File: src/rtl/dmc_pkg.sv
// Package: shared width constants for the error-dropping MAC column.
// Assumes: operands are signed two's complement; sums wrap at ACC_W bits.
package dmc_pkg;
    localparam int OP_W  = 8;
    localparam int ACC_W = 24;
endpackage

File: src/rtl/dmc_skew.sv
// Module: dmc_skew
// Delays lane k of a packed input by k clock cycles (lane 0 passes straight
// through), giving the diagonal wavefront a systolic column needs.
// Assumes: all lanes share one width; reset clears every delay stage.
module dmc_skew #(
    parameter int LANES  = 8,
    parameter int LANE_W = 13
) (
    input  logic                    clk,
    input  logic                    rst_n,
    input  logic [LANES*LANE_W-1:0] lanes_in,
    output logic [LANES*LANE_W-1:0] lanes_out
);
    for (genvar k = 0; k < LANES; k++) begin : g_lane
        if (k == 0) begin : g_direct
            assign lanes_out[0 +: LANE_W] = lanes_in[0 +: LANE_W];
        end else begin : g_delay
            logic [LANE_W-1:0] stage [k];
            // shift the lane one stage per clock
            always_ff @(posedge clk) begin
                if (!rst_n) begin
                    for (int s = 0; s < k; s++) stage[s] <= '0;
                end else begin
                    stage[0] <= lanes_in[k*LANE_W +: LANE_W];
                    for (int s = 1; s < k; s++) stage[s] <= stage[s-1];
                end
            end
            assign lanes_out[k*LANE_W +: LANE_W] = stage[k-1];
        end
    end
endmodule

File: src/rtl/dmc_cell.sv
// Module: dmc_cell
// One multiply-accumulate stage. It keeps a main (corruptible) and a shadow
// (true) sum register. If the previous stage is flagged, it forwards that
// stage's shadow sum, drops its own product and ignores its own injection.
// Assumes: injection only acts on valid slots; weight is stable while busy.
module dmc_cell #(
    parameter int OP_W   = 8,
    parameter int ACC_W  = 24,
    parameter int PROT_W = 4
) (
    input  logic              clk,
    input  logic              rst_n,
    input  logic [OP_W-1:0]   wt_i,
    input  logic [OP_W-1:0]   act_i,
    input  logic              vld_i,
    input  logic [PROT_W-1:0] inj_i,
    input  logic [ACC_W-1:0]  prev_main_i,
    input  logic [ACC_W-1:0]  prev_shdw_i,
    input  logic              prev_flag_i,
    output logic [ACC_W-1:0]  main_o,
    output logic [ACC_W-1:0]  shdw_o,
    output logic              flag_o,
    output logic              vld_o
);
    localparam int PROD_W = 2 * OP_W;

    logic signed [PROD_W-1:0] prod;
    logic [ACC_W-1:0]         prod_x;
    logic [ACC_W-1:0]         true_sum;
    logic [PROT_W-1:0]        eff_inj;
    logic [ACC_W-1:0]         fault_mask;

    // signed product, sign-extended to the accumulator width
    always_comb begin
        prod   = $signed(wt_i) * $signed(act_i);
        prod_x = {{(ACC_W-PROD_W){prod[PROD_W-1]}}, prod};
    end

    // 2:1 recovery mux: forward the predecessor's shadow sum, or accumulate
    always_comb begin
        true_sum = prev_flag_i ? prev_shdw_i : (prev_main_i + prod_x);
    end

    // fault model: injection only counts on a valid, non-bypassed slot
    always_comb begin
        eff_inj    = (prev_flag_i || !vld_i) ? '0 : inj_i;
        fault_mask = {eff_inj, {(ACC_W-PROT_W){1'b0}}};
    end

    // main/shadow sum registers, flag and valid
    always_ff @(posedge clk) begin
        if (!rst_n) begin
            main_o <= '0;
            shdw_o <= '0;
            flag_o <= 1'b0;
            vld_o  <= 1'b0;
        end else begin
            main_o <= true_sum ^ fault_mask;
            shdw_o <= true_sum;
            flag_o <= |eff_inj;
            vld_o  <= vld_i;
        end
    end
endmodule

File: src/rtl/drop_mac_column.sv
// Module: drop_mac_column (top)
// A weight-stationary column of N_CELLS MAC stages. It recovers from a
// flagged stage by dropping the next stage's term instead of stalling.
// Assumes: wt_load is raised only while no item is in flight.
module drop_mac_column
    import dmc_pkg::*;
#(
    parameter int N_CELLS = 8,
    parameter int PROT_W  = 4
) (
    input  logic                      clk,
    input  logic                      rst_n,
    input  logic                      wt_load,
    input  logic [N_CELLS*OP_W-1:0]   wt_vec,
    input  logic                      in_valid,
    input  logic [N_CELLS*OP_W-1:0]   act_vec,
    input  logic [N_CELLS*PROT_W-1:0] inj_vec,
    output logic                      out_valid,
    output logic [ACC_W-1:0]          out_sum
);
    localparam int LANE_W = 1 + OP_W + PROT_W;
    localparam int LAST   = N_CELLS - 1;

    logic [N_CELLS*OP_W-1:0]   wt_q;
    logic [N_CELLS*LANE_W-1:0] lane_in;
    logic [N_CELLS*LANE_W-1:0] lane_sk;
    logic [N_CELLS*ACC_W-1:0]  c_main;
    logic [N_CELLS*ACC_W-1:0]  c_shdw;
    logic [N_CELLS-1:0]        c_flag;
    logic [N_CELLS-1:0]        c_vld;

    // stationary weight store, written only on wt_load
    always_ff @(posedge clk) begin
        if (!rst_n)       wt_q <= '0;
        else if (wt_load) wt_q <= wt_vec;
    end

    // pack each lane as {valid, activation, injection}
    for (genvar k = 0; k < N_CELLS; k++) begin : g_pack
        assign lane_in[k*LANE_W +: LANE_W] =
            {in_valid, act_vec[k*OP_W +: OP_W], inj_vec[k*PROT_W +: PROT_W]};
    end

    dmc_skew #(.LANES(N_CELLS), .LANE_W(LANE_W)) u_skew (
        .clk       (clk),
        .rst_n     (rst_n),
        .lanes_in  (lane_in),
        .lanes_out (lane_sk)
    );

    for (genvar k = 0; k < N_CELLS; k++) begin : g_cell
        logic [ACC_W-1:0] pm;
        logic [ACC_W-1:0] ps;
        logic             pf;
        if (k == 0) begin : g_head
            assign pm = '0;
            assign ps = '0;
            assign pf = 1'b0;
        end else begin : g_link
            assign pm = c_main[(k-1)*ACC_W +: ACC_W];
            assign ps = c_shdw[(k-1)*ACC_W +: ACC_W];
            assign pf = c_flag[k-1];
        end
        dmc_cell #(.OP_W(OP_W), .ACC_W(ACC_W), .PROT_W(PROT_W)) u_cell (
            .clk         (clk),
            .rst_n       (rst_n),
            .wt_i        (wt_q[k*OP_W +: OP_W]),
            .act_i       (lane_sk[k*LANE_W + PROT_W +: OP_W]),
            .vld_i       (lane_sk[k*LANE_W + PROT_W + OP_W]),
            .inj_i       (lane_sk[k*LANE_W +: PROT_W]),
            .prev_main_i (pm),
            .prev_shdw_i (ps),
            .prev_flag_i (pf),
            .main_o      (c_main[k*ACC_W +: ACC_W]),
            .shdw_o      (c_shdw[k*ACC_W +: ACC_W]),
            .flag_o      (c_flag[k]),
            .vld_o       (c_vld[k])
        );
    end

    // tail recovery mux: repair an error flagged in the last stage
    always_comb begin
        out_valid = c_vld[LAST];
        out_sum   = c_flag[LAST] ? c_shdw[LAST*ACC_W +: ACC_W]
                                 : c_main[LAST*ACC_W +: ACC_W];
    end
endmodule

File: config.mk
export PLATFORM = sky130hd
export DESIGN_NAME = drop_mac_column
export DESIGN_NICKNAME = d
export VERILOG_FILES = /design/src/rtl/dmc_pkg.sv /design/src/rtl/dmc_skew.sv /design/src/rtl/dmc_cell.sv /design/src/rtl/drop_mac_column.sv
export SDC_FILE = /design/constraint.sdc
export NUM_CORES = 2
export LEC_CHECK = 0
export BUFFER_PORTS_ARGS = -buffer_cell sky130_fd_sc_hd__clkbuf_2
export CORE_MARGIN = 2
export CORE_UTILIZATION = 66
export DETAILED_ROUTE_END_ITERATION = 8
export GPL_TIMING_DRIVEN = 1
export HOLD_SLACK_MARGIN = 0.15
export PLACE_DENSITY_LB_ADDON = 0.1
export SYNTH_ARGS = -nofsm -noshare
export SYNTH_HDL_FRONTEND = slang
export SYNTH_SLANG_ARGS = --single-unit
File: constraint.sdc
create_clock -name clk -period 17.2 [get_ports clk]
set_input_delay 2.58 -clock clk [delete_from_list [all_inputs] [get_ports clk]]
set_output_delay 2.58 -clock clk [all_outputs]
set_load 0.05 [all_outputs]
==> run metrics <==
Post-CTS Setup Inserts=0; met1 usage=35.3%; ANT cells=0; critical path capture point type=flop; routing usage on met2=approximately half; VDD IR max=just under 0.00008 V; min cycle time layout=a little over 7 ns; pwr dens=between 80 and 90 nW/um2; worst-case clock buffer depth=3; register area=approximately 13000 um2; DP Cell Count=between 6000 and 7000; Synthesized Nets=just over 6000; initial drt markers=between 1500 and 2000; via count=approximately 33000; Yosys warning count=0; Crit Path Class=flop to flop; total track usage=a little over a quarter; DR DRC count=0; Initial DRT Pass Iterations=6; WHS=0.395 ns; Worst EP required=~18 ns; critical path peak fanout=9; async set-reset flop share out of synthesis=0%; largest net degree at the start of global routing=112; crit path launch type=flop; met3 Use GR=under 10%; first-pass GRT wire length=165 mm; area of the mapped netlist=46700 um2; post-route cell area=50900 um2; area of the multi-input gates=~31000 um2; fin cells=6194; Starting Density=66.6%; P_leak=roughly 25 nW; Fin Setup TNS=0 ns; Layout Utilization=72.6%; Filler cells=roughly 5400; min-delay src=u_skew.g_lane[7].g_delay.stage[2][5]; Syn Inst Count=5070; IO Count=between 150 and 200; CP startpoint=wt_q[63]; num rows=a little under 100; Area Growth Syn to Fin=9.01%; initial antenna violation count=2; Worst Skew=about 0.037 ns; CTS tree=built; Post-synth EDFFs=0; CORE AREA=70000 um2; endpoints failing hold=0; CTS H-tree depth=3; measured slew at the worst slew-check pin=roughly 1.1 ns; fin crit share=42.2%; Slew HR=a little under a quarter; post-synthesis sequential area ratio=between 20% and 30%; final layout net count=between 6000 and 7000; Worst Hold Class=flop to flop; GRT busiest layer=met2; post-synthesis register bit count=632; status=completed; flop-to-flop setup slack=between 9 and 10 ns; CP endpoint=g_cell[7].u_cell.main_o[20]; gpl congestion=about 0.92; total routed wirelength=95.7 mm; chip height=approximately 270 um; DR vias/cell=5.38; Root Driver=clkbuf_16; prevailing post-synth register cell=dfxtp_1; Syn Area/Cell=about 9.2 um2; post_cts resized=0; reg2reg start=wt_q[63]; Peak Freq=between 0.1 and 0.15 GHz; vias in the first global route=34300; Die W=270 um; post-synth cell types=between 70 and 80; grt ovf=0; share of cells above drive strength 1=roughly 7%; RSZ-0062 raised after global routing=no; Arrival @ worst endpoint=about 7.8 ns; CTS clk-pin slew, worst paths=around 0.070 ns; # Max-Cap Violations=0; worst flop-to-flop path endpoint=g_cell[7].u_cell.main_o[20]; DP HPWL=approximately 74 mm; worst r2r path cells=26; hold buffer count at CTS=0; drt wl/cell=between 15 and 20 um; post-route ant nets=0; CTS buffer count=69; TritonCTS Sinks=around 630; max-slew violation count=0; final setup violation count=0; clk_lat worst skew=0.64 ns; Port Buf Inserts=~190; area of the die=72800 um2; Placed Area=approximately 48000 um2
[layout by cell type (no fill, tap or decap), types with 25 or more instances in the layout]
cell type  instances
clkbuf_2         186
and3_1            25
inv_1            700
o21bai_1          40
a21o_1            79
xnor2_1          204
a211oi_1          39
and2_1           708
nand2_1          316
ha_1             396
dfxtp_1          632
nand3_1           47
fa_1             447
clkbuf_16         69
a21oi_1          278
nor3_1            43
xor2_1            71
nor2b_1           60
mux2i_1           99
nor2_1           337
nand2b_1          30
o21ai_0          119
[worst min path at each step]
stage                                                        to  slack (ns)  cells after the start
final                     u_skew.g_lane[7].g_delay.stage[2][18]        0.40                      1
after global routing      u_skew.g_lane[7].g_delay.stage[2][18]        0.43                      1
after CTS                 u_skew.g_lane[7].g_delay.stage[2][18]        0.40                      1
after global placement    u_skew.g_lane[7].g_delay.stage[1][24]        0.41                      1
after detailed placement  u_skew.g_lane[2].g_delay.stage[0][23]        0.42                      1
after floorplan           u_skew.g_lane[2].g_delay.stage[0][13]        0.41                      1
[power breakdown]
group / internal, mW / switching [mW] / total (mW) / leakage (nW)
Clock: 0.959 / 0.647 / 1.61 / 1.22
Combinational: 0.478 / 0.595 / 1.07 / 18.7
Sequential: 1.60 / 0.102 / 1.70 / 5.17
Total: 3.04 / 1.34 / 4.38 / 25.1
[final cells by class]
cell class | instances | share of cell area [%]
inverters | 704 | 5.21
multi-input cells | 3588 | 60.6
clock inverters | 41 | 1.13
repair buffers | 204 | 2.11
flip-flops and latches | 632 | 24.9
well taps | 940 | 2.31
clock buffers | 85 | 3.77
[cells in the mapped netlist (16+ instances only)]
cell type  number  area [um2]
a21oi_1       278        1390
inv_1         701        2630
dfxtp_1       632       12700
mux2i_1        99         991
nand2b_1       30         188
a211oi_1       39         293
nand2_1       316        1190
fa_1          447        8950
nor2_1        337        1260
nand3_1        47         235
a31oi_1        21         131
o21ai_0       119         596
and2_1        708        4430
clkbuf_1      134         503
xor2_1         71         622
o21bai_1       40         300
xnor2_1       204        1790
o21a_1         24         180
and3_1         25         156
nand4_1        16         100
nor3_1         43         215
nor2b_1        60         375
ha_1          396        4950
a21o_1         79         593
[kinds of logic after synthesis]
| family | share of synthesized area [%] |
|---|---|
| AND/OR/NAND/NOR | 18.1 |
| buffers and inverters | 6.84 |
| adder cells (fa/ha/maj) | 29.8 |
| AO/OA/AOI/OAI | 9.75 |
| flip-flops | 27.1 |
| XOR/XNOR | 5.88 |
| multiplexers | 2.49 |
[state kept, by name (all words and copies together), names as in the netlist]
name and cells:
u_skew.g_lane.g_delay.stage 343, g_cell.u_cell.shdw_o 163, wt_q 64, g_cell.u_cell.main_o 53, g_cell.u_cell.flag_o 8, g_cell.u_cell.vld_o 1
[metrics by stage]
step                total power [mW]  worst slack [ns]
finish                          4.38              9.95
global route                    4.62              9.47
CTS                             4.41             10.00
detailed placement              2.79              9.75
global placement                2.76              9.92
floorplan                       2.54             10.36
[critical path: stages (launching register included)]
cell     delay [ns]
dfxtp_1        0.40
and2_1         0.21
fa_1           0.48
inv_1          0.06
fa_1           0.51
inv_1          0.06
fa_1           0.53
inv_1          0.05
fa_1           0.47
inv_1          0.04
ha_1           0.29
o21ai_0        0.10
nor2_1         0.09
o41ai_1        0.48
o21ai_1        0.22
o41ai_2        0.35
xnor2_1        0.44
ha_1           0.43
a21oi_1        0.15
o21ai_0        0.16
a221o_1        0.30
a221o_1        0.40
a21o_1         0.19
a21oi_1        0.17
xnor2_1        0.19
xnor2_1        0.12
o211a_1        0.21
[per-layer routing]
| layer | vias to the layer above | share of wire (%) |
|---|---|---|
| met1 | 16000 | 44 |
| met3 | 166 | 3.9 |
| met5 | - | 0.0084 |
| met2 | 638 | 49 |
| li1 | 16500 | - |
| met4 | 2 | 2.8 |
No activity file was read; power rests on OpenSTA's default activity.
